File: src/rtl/adp_pkg.sv
package adp_pkg;
   // Status word bit positions
   localparam int ST_RESET  = 15;
   localparam int ST_ONAIR  = 14;
   localparam int ST_ATTN   = 13;
   localparam int ST_IEN    = 12;
   localparam int ST_PIEN   = 11;
   localparam int ST_PFLAG  = 9;
   localparam int ST_IFLAG  = 8;
   localparam int ST_AUXEN  = 5;
   localparam int ST_BIGMEM = 4;
   // Parity control word bit positions
   localparam int PC_ACK    = 8;
   localparam int PC_SRC    = 7;
   localparam int PC_LANE   = 6;

   typedef enum logic [1:0] {
      SEL_STATUS = 2'd0,
      SEL_PCTL   = 2'd1,
      SEL_ELO    = 2'd2,
      SEL_NONE   = 2'd3
   } reg_sel_e;

   typedef struct packed {
      logic        rst;
      logic        onair;
      logic        attn;
      logic        ien;
      logic        pien;
      logic        auxen;
      logic        bigmem;
      logic [3:0]  base_hi;
   } ctl_fields_t;
endpackage

File: src/rtl/adp_ctl_status.sv
module adp_ctl_status
   import adp_pkg::*;
#(
   parameter int DATA_W = 16
) (
   input  logic              clk,
   input  logic              rst_n,
   input  logic              wr_en,
   input  logic [DATA_W-1:0] wdata,
   output ctl_fields_t       ctl
);
   always_ff @(posedge clk or negedge rst_n) begin
      if (!rst_n) begin
         ctl <= '0;
      end else if (wr_en) begin
         ctl.rst     <= wdata[ST_RESET];
         ctl.onair   <= wdata[ST_ONAIR];
         ctl.attn    <= wdata[ST_ATTN];
         ctl.ien     <= wdata[ST_IEN];
         ctl.pien    <= wdata[ST_PIEN];
         ctl.auxen   <= wdata[ST_AUXEN];
         ctl.bigmem  <= wdata[ST_BIGMEM];
         ctl.base_hi <= wdata[3:0];
      end
   end
endmodule

File: src/rtl/adp_par_capture.sv
module adp_par_capture #(
   parameter int HI_W = 4,
   parameter int LO_W = 16
) (
   input  logic            clk,
   input  logic            rst_n,
   input  logic            evt,
   input  logic            src,
   input  logic            lane,
   input  logic [HI_W-1:0] addr_hi,
   input  logic [LO_W-1:0] addr_lo,
   input  logic            ack,
   output logic            pending,
   output logic            cap_src,
   output logic            cap_lane,
   output logic [HI_W-1:0] cap_hi,
   output logic [LO_W-1:0] cap_lo
);
   // An acknowledge frees the slot in the same cycle, so a coincident event is kept.
   logic take;
   assign take = evt && (!pending || ack);

   always_ff @(posedge clk or negedge rst_n) begin
      if (!rst_n) begin
         pending  <= 1'b0;
         cap_src  <= 1'b0;
         cap_lane <= 1'b0;
         cap_hi   <= '0;
         cap_lo   <= '0;
      end else begin
         if (take) begin
            pending  <= 1'b1;
            cap_src  <= src;
            cap_lane <= lane;
            cap_hi   <= addr_hi;
            cap_lo   <= addr_lo;
         end else if (ack) begin
            pending  <= 1'b0;
         end
      end
   end
endmodule

File: src/rtl/adp_irq_combine.sv
module adp_irq_combine #(
   parameter int SYNC_STAGES = 1
) (
   input  logic clk,
   input  logic rst_n,
   input  logic irq_in,
   input  logic ien,
   input  logic pien,
   input  logic perr,
   output logic irq_flag,
   output logic host_irq
);
   generate
      if (SYNC_STAGES == 1) begin : g_single
         always_ff @(posedge clk or negedge rst_n) begin
            if (!rst_n) irq_flag <= 1'b0;
            else        irq_flag <= irq_in;
         end
      end else begin : g_chain
         logic [SYNC_STAGES-1:0] stages;
         always_ff @(posedge clk or negedge rst_n) begin
            if (!rst_n) stages <= '0;
            else        stages <= {stages[SYNC_STAGES-2:0], irq_in};
         end
         assign irq_flag = stages[SYNC_STAGES-1];
      end
   endgenerate

   assign host_irq = (irq_flag && ien) || (perr && pien);
endmodule

File: src/rtl/adapter_ctrl_regs.sv
module adapter_ctrl_regs
   import adp_pkg::*;
#(
   parameter int DATA_W      = 16,
   parameter int ADDR_HI_W   = 4,
   parameter int ADDR_LO_W   = 16,
   parameter int SYNC_STAGES = 1
) (
   input  logic                          clk,
   input  logic                          rst_n,
   input  logic                          reg_wr,
   input  logic [1:0]                    reg_sel,
   input  logic [DATA_W-1:0]             reg_wdata,
   output logic [DATA_W-1:0]             reg_rdata,
   input  logic                          ctl_irq_in,
   input  logic                          par_evt,
   input  logic                          par_src,
   input  logic                          par_lane,
   input  logic [ADDR_HI_W+ADDR_LO_W-1:0] par_addr,
   output logic                          ctl_reset,
   output logic                          ctl_attn,
   output logic                          xcvr_onair,
   output logic                          aux_bus_en,
   output logic                          mem_large,
   output logic [ADDR_HI_W-1:0]          ram_base_hi,
   output logic                          host_irq
);
   localparam int ADDR_W = ADDR_HI_W + ADDR_LO_W;

   generate
      if (DATA_W != 16)        begin : g_bad_data  $error("DATA_W must be 16");        end
      if (ADDR_HI_W != 4)      begin : g_bad_hi    $error("ADDR_HI_W must be 4");      end
      if (ADDR_LO_W != DATA_W) begin : g_bad_lo    $error("ADDR_LO_W must equal DATA_W"); end
      if (SYNC_STAGES < 1)     begin : g_bad_sync  $error("SYNC_STAGES must be >= 1"); end
   endgenerate

   reg_sel_e              sel;
   logic                  wr_status, ack;
   ctl_fields_t           ctl;
   logic                  pending, cap_src, cap_lane, irq_flag;
   logic [ADDR_HI_W-1:0]  cap_hi;
   logic [ADDR_LO_W-1:0]  cap_lo;

   assign sel       = reg_sel_e'(reg_sel);
   assign wr_status = reg_wr && (sel == SEL_STATUS);
   assign ack       = reg_wr && (sel == SEL_PCTL) && reg_wdata[PC_ACK];

   adp_ctl_status #(.DATA_W(DATA_W)) i_status (
      .clk   (clk),
      .rst_n (rst_n),
      .wr_en (wr_status),
      .wdata (reg_wdata),
      .ctl   (ctl)
   );

   adp_par_capture #(.HI_W(ADDR_HI_W), .LO_W(ADDR_LO_W)) i_parity (
      .clk      (clk),
      .rst_n    (rst_n),
      .evt      (par_evt),
      .src      (par_src),
      .lane     (par_lane),
      .addr_hi  (par_addr[ADDR_W-1:ADDR_LO_W]),
      .addr_lo  (par_addr[ADDR_LO_W-1:0]),
      .ack      (ack),
      .pending  (pending),
      .cap_src  (cap_src),
      .cap_lane (cap_lane),
      .cap_hi   (cap_hi),
      .cap_lo   (cap_lo)
   );

   adp_irq_combine #(.SYNC_STAGES(SYNC_STAGES)) i_irq (
      .clk      (clk),
      .rst_n    (rst_n),
      .irq_in   (ctl_irq_in),
      .ien      (ctl.ien),
      .pien     (ctl.pien),
      .perr     (pending),
      .irq_flag (irq_flag),
      .host_irq (host_irq)
   );

   always_comb begin
      reg_rdata = '0;
      unique case (sel)
         SEL_STATUS: begin
            reg_rdata[ST_RESET]  = ctl.rst;
            reg_rdata[ST_ONAIR]  = ctl.onair;
            reg_rdata[ST_ATTN]   = ctl.attn;
            reg_rdata[ST_IEN]    = ctl.ien;
            reg_rdata[ST_PIEN]   = ctl.pien;
            reg_rdata[ST_PFLAG]  = pending;
            reg_rdata[ST_IFLAG]  = irq_flag;
            reg_rdata[ST_AUXEN]  = ctl.auxen;
            reg_rdata[ST_BIGMEM] = ctl.bigmem;
            reg_rdata[3:0]       = ctl.base_hi;
         end
         SEL_PCTL: begin
            reg_rdata[PC_SRC]  = cap_src;
            reg_rdata[PC_LANE] = cap_lane;
            reg_rdata[3:0]     = cap_hi;
         end
         SEL_ELO:  reg_rdata = cap_lo;
         default:  reg_rdata = '0;
      endcase
   end

   assign ctl_reset   = ctl.rst;
   assign ctl_attn    = ctl.attn;
   assign xcvr_onair  = ctl.onair;
   assign aux_bus_en  = ctl.auxen;
   assign mem_large   = ctl.bigmem;
   assign ram_base_hi = ctl.base_hi;
endmodule

File: config.mk
export PLATFORM = sky130hd
export DESIGN_NAME = adapter_ctrl_regs
export DESIGN_NICKNAME = d
export VERILOG_FILES = /design/src/rtl/adp_pkg.sv /design/src/rtl/adp_ctl_status.sv /design/src/rtl/adp_par_capture.sv /design/src/rtl/adp_irq_combine.sv /design/src/rtl/adapter_ctrl_regs.sv
export SDC_FILE = /design/constraint.sdc
export NUM_CORES = 1
export LEC_CHECK = 0
export BUFFER_PORTS_ARGS = -buffer_cell sky130_fd_sc_hd__buf_2
export CAP_MARGIN = 20
export CORE_UTILIZATION = 45
export CTS_CLUSTER_SIZE = 12
export DETAILED_ROUTE_END_ITERATION = 12
export PLACE_DENSITY = 0.75
export SETUP_SLACK_MARGIN = 0.1
export SKIP_CTS_REPAIR_TIMING = 1
export SYNTH_ARGS = -nofsm -noshare
export SYNTH_HDL_FRONTEND = slang
export SYNTH_HIERARCHICAL = 1
export SYNTH_SLANG_ARGS = --single-unit
File: constraint.sdc
create_clock -name clk -period 2.7 [get_ports clk]
set_clock_uncertainty 0.2 [all_clocks]
set_input_delay 0.81 -clock clk [delete_from_list [all_inputs] [get_ports clk]]
set_output_delay 0.81 -clock clk [all_outputs]
set_load 0.02 [all_outputs]
# Word-level counts from Yosys, hierarchy flattened

Index checks and enable logic that the tools add are counted.

Flip-flop bits (word level): 35
Word-level logic and storage cells: 35

Muxes and demuxes: 8
Eq/ne operators: 2
Reductions and logical operators: 11

Operators by type and width:

| operator                                             | number |
|---|---|
| one-hot mux 2 bit (2 select lines)                   | 3 |
| one-hot mux 4 bit (3 select lines)                   | 1 |
| one-hot mux 5 bit (2 select lines)                   | 1 |
| logical AND 1 bit                                    | 6 |
| 2-to-1 mux 1 bit                                     | 3 |
| equality test 2 x 1 -> 1 bit (second input constant) | 1 |
| equality test 2 bit (second input constant)          | 1 |
| logical NOT 2 bit                                    | 1 |
| logical OR 1 bit                                     | 2 |
| nonzero test 2 bit                                   | 1 |
| logical NOT 1 bit                                    | 1 |

# Depth between registers and ports, before layout

Gate-level depths: netlist (run 1).

Depth after elaboration: 6
Mapped depth: 7
Mapped depth without buffers: 6

# Modules after synthesis

Netlist (run 1), hierarchy kept.

Modules (own cells, without submodules):

| module            | area an instance (µm²) | times used | cells each |
|---|---|---|---|
| adp_par_capture   | 970.9                  | 1          | 50 |
| adp_ctl_status    | 447.9                  | 1          | 23 |
| adapter_ctrl_regs | 326.6                  | 1          | 51 |
| adp_irq_combine   | 33.8                   | 1          | 2 |

# Worst setup path before layout (run 1)

Ideal clock, no wire load.

Path kind: input -> output
From: input reg_sel[0]
To: output reg_rdata[0]
Path slack: 33 ps
Path buffers: 1
Stages: 5
Arrival: 1657 ps
Data required time: 1690 ps
Path through: inv_1 > ha_1 > buf_6 > a222oi_1 > nor2_1

Word-level cells in the longest chain between the ends: 2

RTL lines:

| element                                     | RTL line                | source |
|---|---|---|
| from (decl)                                 | adapter_ctrl_regs.sv:12 | `input logic [1:0] reg_sel,` |
| equality test 2 bit (tied with other cells) | adapter_ctrl_regs.sv:85 | `unique case (sel)` |
| one-hot mux 4 bit (3 select lines) (*)      | adapter_ctrl_regs.sv:85 |  |
| to (decl)                                   | adapter_ctrl_regs.sv:14 | `output logic [DATA_W-1:0] reg_rdata,` |

Every way passes the cells marked *; elsewhere a longest branch is shown, timed or not.

# Final worst setup path (run 1)

Ends and elaborated chain as after synthesis.

==> results of run 1 <==
## flip-flops by register name, indices dropped and copies added, names as in the netlist
name / cells
i_parity/cap_lo: 16
i_parity/cap_src: 1
i_irq/irq_flag: 1
i_parity/cap_lane: 1
i_parity/cap_hi: 4
i_status/ctl: 11
i_parity/pending: 1
## area by class of cell
type	instances	area [um^2]
tap	48	60.1
inverter	2	22.5
clock inverter	1	5.00
fill	252	1110
timing repair buffer	78	559
multi-input combinational	82	1000
clock buffer	7	76.3
sequential	35	876
## worst max-delay path by stage
stage | startpoint | endpoint | slack, ps | depth (start not counted)
final | reg_sel[0] | reg_rdata[0] | -40 | 6
after global routing | reg_sel[0] | reg_rdata[0] | -90 | 6
after CTS | reg_sel[0] | reg_rdata[8] | -220 | 6
after detailed placement | reg_sel[0] | reg_rdata[8] | -240 | 6
after global placement | reg_sel[0] | reg_rdata[1] | -190 | 6
after floorplan | reg_sel[0] | reg_rdata[0] | 90 | 5
## routing by layer
metal / GRT usage / up-vias / wire length (um)
met2: 0.339 / 51 / 2160
met1: 0.261 / 655 / 1670
met5: 0 / - / 0
met3: 0.0405 / 5 / 256
li1: - / 614 / -
met4: 0.0917 / 0 / 51
## power breakdown
group | total (mW) | switching, mW | internal, mW
registers | 0.767 | 0.113 | 0.654
clock network | 0.358 | 0.178 | 0.181
logic | 0.535 | 0.224 | 0.310
## through the flow
stage          power [mW]  cells   util  hold slack [ps]  worst slack (ps)
2_1_floorplan        1.07    126      -              274              85.6
3_3_place_gp         1.20    243  0.599              286              -192
3_5_place_dp         1.23    243  0.599              290              -240
4_1_cts              1.59    251  0.621              306              -217
5_1_grt              1.75    253  0.701              332             -86.9
6_report             1.66    253  0.701              304             -43.5
## cells in the final DEF (no fill, tap or decap), types with 5 or more instances in the layout
master and instances:
a21oi_1 6, a31oi_4 6, buf_12 5, buf_2 52
buf_4 13, buf_6 5, clkbuf_8 5, dfrtp_1 35
mux2_4 30, nor2_2 9
## kinds of logic (layout without fill, tap and decap cells)
| family | count (synthesis) | count (layout) |
|---|---|---|
| simple gates | 20 | 20 |
| fa+ha+maj | 5 | 5 |
| compound gates | 24 | 24 |
| flops | 35 | 35 |
| mux | 33 | 33 |
| buf+inv | 9 | 88 |
## worst max-delay path: stages
cell      delay, ps
buf_8           100
inv_8            40
ha_4            180
a222oi_1        390
nor2_2           80
buf_6           140
==> impl_summary.log, run 1 <==
[metrics] run status: complete, but fails checks
[metrics] violated checks: negative setup slack
[metrics] Crit Path Category: in2out
[metrics] setup repair after global routing missed its margin: yes
[metrics] vias in the first global route: 1,319
[metrics] Clk pin slew, worst setup/hold paths: around 70 ps
[metrics] main combinational cell family by area after synthesis: multiplexers
[metrics] Unique masters post-synth: 20
[metrics] DRT Wirelength: around 4.1 mm
[metrics] synthesized netlist cell count: about 130
[metrics] Clock Latency Late Sink: 280 ps
[metrics] end point of the most critical hold path: i_parity/cap_lo[10]
[metrics] portion of synthesized cell area occupied by the leading cell type: 0.492
[metrics] worst reg-to-reg setup slack: between 1000 and 1500 ps
[metrics] row count: 22
[metrics] Layout Nets: about 250
[metrics] critical path peak fanout: 5
[metrics] synthesized-area fraction occupied by and/or/nand/nor cells: 0.0612
[metrics] post-synthesis cell type with the largest combined area: dfrtp_1
[metrics] Total Neg Setup Slack: -43.5 ps
[metrics] initial cell density of the core: 0.479
[metrics] Overflow after GRT: 0
[metrics] H-tree lvl count: 2
[metrics] top cells by count, synth: dfrtp_1, mux2_4, nor2_1
[metrics] wire length of the first global-routing pass: approximately 6.4 mm
[metrics] area added between synthesis and finish: 46.3%
[metrics] reg-to-reg endpoint: i_parity/cap_lo[14]
[metrics] max-cap viol count: 0
[metrics] maximum count of clock buffers along a single path: 2
[metrics] post-placement cell area: between 2000 and 2500 um^2
[metrics] Hold Path Class: reg2reg
[metrics] Max Clk Rate: around 0.36 GHz
[metrics] Pre-antenna DRT Iters: 5
[metrics] leak pwr: approximately 1.3 nW
[metrics] leading cell type by number of instances after synthesis: dfrtp_1
[metrics] CTS tree: done
[metrics] slew of the pin with the lowest slew margin: between 700 and 800 ps
[metrics] number of cells on the worst reg-to-reg path: 4
[metrics] final setup vio count: 1
[metrics] clock root buffer: clkbuf_8
[metrics] post-DR vias/cell: roughly 5.2
[metrics] power density normalized to cell area: approximately 640 nW/um^2
[metrics] number of top-level design ports: between 70 and 80
[metrics] CP Capture Type: output pin
[metrics] count of input and output buffers: between 60 and 70
[metrics] DRC violations left: 0
[metrics] combined area of all synthesized cells: between 1500 and 2000 um^2
[metrics] floorplan die area: 4210 um^2
[metrics] number of antenna repair diodes: 0
[metrics] via count of the routed design: between 1,000 and 1,500
[metrics] number of antenna violations at the first check in global routing: 0
[metrics] share of the synthesized netlist area taken by xor and xnor gates: 0
[metrics] top cells by area, synth: dfrtp_1, mux2_4, ha_1, a31oi_1, nor2_1
[metrics] smallest setup slack after layout: -43.5 ps
[metrics] critical path arrival: 1730 ps
[metrics] Final Cycle Share: 1.02
[metrics] Mapped Avg Cell Area: 14.1 um^2
[metrics] share of post-route cells with drive strength above 1: 0.707
[metrics] CTS Sinks: 35
[metrics] final weighted congestion in routability-driven placement: 0.743
[metrics] aggregate global-route resource usage: 0.206
[metrics] antenna-violating nets left: 0
[metrics] adder-cell share of the synthesized area: 0.0352
[metrics] CORE AREA: between 3000 and 4000 um^2
[metrics] synthesized-area fraction occupied by ao, oa, aoi and oai cells: 0.0914
[metrics] sort of element at the start of the critical path: input port
[metrics] height of the die: 64.9 um
[metrics] register area share after synthesis: 0.492
[metrics] worst r2r src: i_parity/pending
[metrics] DP HPWL: slightly below 3 mm
[metrics] largest voltage drop on the vdd net: 0.284 mV
[metrics] post-synthesis async set-or-reset flop share: 1.00
[metrics] Synth warnings: 6
[metrics] CP required: 1690 ps
[metrics] post-route minimum period: 2740 ps
[metrics] worst hold path cell count: 1
[metrics] Min-Delay Startpoint: i_parity/cap_lo[10]
[metrics] post-synthesis mux area share: 0.272
[metrics] Post-Synthesis Net Count: about 180
[metrics] die width: 64.9 um
[metrics] remaining max-slew budget at the tightest pin: 0.488
[metrics] Post-synth EDFFs: 0
[metrics] pins over their slew limit: 0
[metrics] Iter 0 DRT Violations: 66
[metrics] hold violation total from the final report: 0
[metrics] Routed WL per cell: between 15 and 20 um
[metrics] TritonCTS Buffers: 5
[metrics] Post-synth top flop: dfrtp_1
[metrics] register bit total from synthesis: 35
[metrics] largest net degree at the start of global routing: 36
[metrics] final design instance area without fill: 2600 um^2
Note: power is estimated with default switching activity, not from simulation.
==> run 2, diff against run 1 <==
Settings changed: CORE_MARGIN set to 2.
==> impl_summary.log, run 2 (synthesis gave the netlist of run 1 again) <==
[metrics] run status: complete, but fails checks
[metrics] violated checks: negative setup slack
[metrics] CTS Sinks: 35
[metrics] pins over their slew limit: 0
[metrics] combinational cell fraction of total power: 0.316
[metrics] via count of the routed design: approximately 1,300
[metrics] wire length of the first global-routing pass: approximately 6.7 mm
[metrics] smallest setup slack after layout: -69.0 ps
[metrics] number of flip-flops in the largest register: 16
[metrics] design internal power: between 1 and 1.5 mW
[metrics] number of antenna repair diodes: 0
[metrics] register ranked first by flip-flop count: i_parity/cap_lo
[metrics] largest voltage drop on the vdd net: 0.448 mV
[metrics] aggregate global-route resource usage: 0.206
[metrics] critical path arrival: 1760 ps
[metrics] max-cap viol count: 0
[metrics] sw power: ~0.50 mW
[metrics] vias in the first global route: around 1,400
[metrics] setup repair after global routing missed its margin: yes
[metrics] clock root buffer: clkbuf_8
[metrics] number of antenna violations at the first check in global routing: 0
[metrics] count of input and output buffers: 66
[metrics] leak pwr: 1.27 nW
[metrics] most frequent cells in the layout: buf_2, dfrtp_1, mux2_4, nor2_2, buf_4
[metrics] remaining max-slew budget at the tightest pin: 0.478
[metrics] final design instance area without fill: about 2500 um^2
[metrics] area added between synthesis and finish: 40.9%
[metrics] fraction of power consumed by the clock network: 0.221
[metrics] critical path peak fanout: 4
[metrics] DRC violations left: 0
[metrics] post-placement cell area: between 2000 and 2500 um^2
[metrics] CORE AREA: 3740 um^2
[metrics] DP Cell Count: between 200 and 250
[metrics] DP HPWL: 3.00 mm
[metrics] number of top-level design ports: 71
[metrics] Iter 0 DRT Violations: between 60 and 70
[metrics] Clk pin slew, worst setup/hold paths: around 70 ps
[metrics] final weighted congestion in routability-driven placement: slightly above 0.7
[metrics] largest net degree at the start of global routing: 36
[metrics] Max Clk Rate: ~0.36 GHz
[metrics] CP Capture Type: output pin
[metrics] Layout Nets: roughly 260
[metrics] post-DR vias/cell: between 5 and 6
[metrics] antenna-violating nets left: 0
[metrics] share of post-route cells with drive strength above 1: 0.680
[metrics] final setup vio count: 7
[metrics] post-route minimum period: about 2800 ps
[metrics] CP required: 1690 ps
[metrics] maximum count of clock buffers along a single path: 2
[metrics] Hold Path Class: reg2reg
[metrics] die width: 66.9 um
[metrics] hold violation total from the final report: 0
[metrics] Top Registers: i_parity/cap_lo (16), i_status/ctl (11), i_parity/cap_hi (4)
[metrics] H-tree lvl count: 2
[metrics] CTS tree: done
[metrics] DRT Wirelength: around 4.3 mm
[metrics] slew of the pin with the lowest slew margin: between 700 and 800 ps
[metrics] final non-filler cell total: 254
[metrics] most common cell after layout, fill and taps aside: buf_2
[metrics] Pre-antenna DRT Iters: 4
[metrics] Sw Ratio: 0.306
[metrics] floorplan die area: approximately 4500 um^2
[metrics] Overflow after GRT: 0
[metrics] Final Cycle Share: 1.03
[metrics] initial cell density of the core: 0.475
[metrics] power density normalized to cell area: roughly 650 nW/um^2
[metrics] row count: 22
[metrics] Routed WL per cell: between 15 and 20 um
[metrics] height of the die: between 60 and 70 um
[metrics] Flop pwr share: 0.463
[metrics] final total power: 1.62 mW
[metrics] Clock Latency Late Sink: about 290 ps
[metrics] TritonCTS Buffers: 5
[metrics] Crit Path Category: in2out
[metrics] sort of element at the start of the critical path: input port
==> run 2: changes by cell type in the layout (fill, tap and decap cells not counted), moves of 3 or more <==
cell and change:
buf_2 +8, a31oi_4 -6, buf_4 -4, a31oi_1 +4, buf_6 -3
==> run 2: worst max-delay path, cell delays in order <==
cell and delay [ps]:
buf_12 90, inv_8 40, ha_4 170, a222oi_1 430, nor2_2 80, buf_6 140
==> run 2: worst paths after layout <==
kind                                     start  cells past startpoint  slack (ps)             endpoint
setup / recovery                    reg_sel[0]                      6         -70         reg_rdata[0]
hold / removal             i_parity/cap_lo[10]                      1         310  i_parity/cap_lo[10]
setup reg to reg              i_parity/pending                      4        1220   i_parity/cap_lo[1]
hold reg to reg            i_parity/cap_lo[10]                      1         310  i_parity/cap_lo[10]
max in group asynchronous                rst_n                      1        1410      i_status/ctl[3]
min in group asynchronous                rst_n                      1         400   i_parity/cap_lo[5]
==> run 2: area by class of cell <==
cell class,instances,area (um^2)
Fill cell,280,1240
Multi-Input combinational cell,82,910
Sequential cell,35,876
Timing Repair Buffer,79,551
Clock buffer,5,68.8
Tap cell,48,60.1
Inverter,2,27.5
Clock inverter,3,15.0
==> run 2: power groups by stage <==
stage          registers (mW)  logic, mW  clock network (mW)
2_1_floorplan           0.761      0.309                   0
3_3_place_gp            0.742      0.461                   0
3_5_place_dp            0.756      0.475                   0
4_1_cts                 0.749      0.479               0.372
5_1_grt                 0.766      0.548               0.399
6_report                0.752      0.513               0.359
==> run 2: metal layers <==
| metal | part of all wire | vias up | GRT usage |
|---|---|---|---|
| met3 | 0.065 | 4 | 0.0490 |
| met4 | 0.0063 | 0 | 0.0842 |
| met2 | 0.49 | 55 | 0.349 |
| met5 | 0 | - | 0 |
| met1 | 0.44 | 655 | 0.250 |
| li1 | - | 615 | - |
==> run 2: per-stage QoR <==
step / util / worst slack (ps) / hold WS, ps / setup TNS, ps
after floorplan: - / 85.6 / 274 / 0
after global placement: 0.596 / -204 / 293 / -2500
after detailed placement: 0.596 / -285 / 294 / -3160
after CTS: 0.619 / -285 / 311 / -3180
after global routing: 0.670 / -105 / 323 / -818
final: 0.670 / -69.0 / 314 / -204
==> run 3, diff against run 2 <==
Settings changed: MAX_ROUTING_LAYER set to met4.
==> impl_summary.log, run 3 (synthesis gave the netlist of run 1 again) <==
[metrics] count of input and output buffers: 66
[metrics] CP Capture Type: output pin
[metrics] sort of element at the start of the critical path: input port
[metrics] run status: complete, but fails checks
[metrics] final design instance area without fill: 2510 um^2
[metrics] number of flip-flops in the largest register: 16
[metrics] hold violation total from the final report: 0
[metrics] post-placement cell area: around 2200 um^2
[metrics] aggregate global-route resource usage: 0.211
[metrics] number of antenna repair diodes: 0
[metrics] Top Registers: i_parity/cap_lo (16), i_status/ctl (11), i_parity/cap_hi (4)
[metrics] Layout Nets: around 260
[metrics] area used by multi-input combinational logic: between 900 and 1000 um^2
[metrics] Final Cycle Share: 1.02
[metrics] power density normalized to cell area: 649 nW/um^2
[metrics] largest voltage drop on the vdd net: 0.446 mV
[metrics] slew of the pin with the lowest slew margin: about 770 ps
[metrics] critical path arrival: ~1800 ps
[metrics] worst hold-check slack: 315 ps
[metrics] final setup vio count: 6
[metrics] DP HPWL: 3.00 mm
[metrics] row count: 22
[metrics] # fillers: between 200 and 300
[metrics] DRT Wirelength: around 4.3 mm
[metrics] Routed WL per cell: 16.9 um
[metrics] Crit Path Category: in2out
[metrics] post-DR vias/cell: 5.35
[metrics] vias in the first global route: 1,444
[metrics] number of antenna violations at the first check in global routing: 0
[metrics] setup repair after global routing missed its margin: yes
[metrics] area used by sequential logic in the layout: 876 um^2
[metrics] most frequent cells in the layout: buf_2, dfrtp_1, mux2_4, nor2_2, buf_4
[metrics] via count of the routed design: around 1,400
[metrics] height of the die: 66.9 um
[metrics] most common cell after layout, fill and taps aside: buf_2
[metrics] initial cell density of the core: 0.475
[metrics] Clock Latency Late Sink: just under 300 ps
[metrics] critical path peak fanout: 4
[metrics] violated checks: negative setup slack
[metrics] register ranked first by flip-flop count: i_parity/cap_lo
[metrics] remaining max-slew budget at the tightest pin: 0.485
[metrics] CTS Sinks: 35
[metrics] CTS tree: done
[metrics] die width: 66.9 um
[metrics] share of post-route cells with drive strength above 1: 0.680
[metrics] antenna-violating nets left: 0
[metrics] Overflow after GRT: 0
[metrics] smallest setup slack after layout: -65.2 ps
[metrics] Hold Path Class: reg2reg
[metrics] clock root buffer: clkbuf_8
[metrics] H-tree lvl count: 2
[metrics] max-cap viol count: 0
[metrics] number of top-level design ports: 71
[metrics] post-route minimum period: approximately 2800 ps
[metrics] CORE AREA: about 3700 um^2
[metrics] leak pwr: between 1 and 1.5 nW
[metrics] final weighted congestion in routability-driven placement: 0.727
[metrics] area added between synthesis and finish: 40.9%
[metrics] largest net degree at the start of global routing: 36
[metrics] pins over their slew limit: 0
[metrics] Clk pin slew, worst setup/hold paths: 70 ps
[metrics] CP required: approximately 1700 ps
[metrics] DRC violations left: 0
[metrics] Max Clk Rate: roughly 0.36 GHz
[metrics] maximum count of clock buffers along a single path: 2
[metrics] TritonCTS Buffers: 5
[metrics] floorplan die area: 4470 um^2
[metrics] Pre-antenna DRT Iters: 4
[metrics] wire length of the first global-routing pass: roughly 6.7 mm
[metrics] Iter 0 DRT Violations: just under 80
[run 3: cell counts in the layout (fill, tap and decap cells not counted)]
No cell type changed its count.
[run 3: path summary, 6_finish.rpt]
check / from / to / slack (ps) / cells after the start
max: reg_sel[0] / reg_rdata[0] / -70 / 6
min: i_parity/cap_lo[10] / i_parity/cap_lo[10] / 310 / 1
min reg2reg: i_parity/cap_lo[10] / i_parity/cap_lo[10] / 310 / 1
min in group asynchronous: rst_n / i_parity/cap_lo[10] / 390 / 1
max in group asynchronous: rst_n / i_status/ctl[3] / 1410 / 1
max reg2reg: i_parity/pending / i_parity/cap_lo[1] / 1220 / 4
[run 3: per-layer routing]
metal | global-route usage | vias to the layer above | part of all wire
met1 | 0.252 | 665 | 0.42
met4 | 0.0842 | 0 | 0.010
li1 | - | 618 | -
met2 | 0.349 | 69 | 0.49
met5 | - | - | 0
met3 | 0.0456 | 6 | 0.080
[run 3: cell type report]
cell class	count	share of cell area
multi-input cells	82	0.363
flip-flops and latches	35	0.349
repair buffers	79	0.220
clock buffers	5	0.0274
well taps	48	0.0240
inverters	2	0.0110
clock inverters	3	0.00599
[run 3: power by group]
| group | leakage [nW] | switching (mW) | internal, mW |
|---|---|---|---|
| Combinational | 0.813 | 0.217 | 0.296 |
| Sequential | 0.411 | 0.0966 | 0.654 |
| Clock | 0.0477 | 0.187 | 0.176 |
| Total | 1.27 | 0.501 | 1.13 |
[run 3: critical path, cell delays in order]
cell      delay (ps)
buf_12            90
inv_8             40
ha_4             170
a222oi_1         420
nor2_2            80
buf_6            140
[run 3: stage by stage]
stage | utilization | power, mW | setup slack (ps) | TNS [ps] | instances
6_report | 0.670 | 1.63 | -65.2 | -172 | 254
4_1_cts | 0.619 | 1.60 | -285 | -3180 | 250
3_3_place_gp | 0.596 | 1.20 | -204 | -2500 | 242
2_1_floorplan | - | 1.07 | 85.6 | 0 | 126
5_1_grt | 0.670 | 1.71 | -105 | -818 | 254
3_5_place_dp | 0.596 | 1.23 | -285 | -3160 | 242
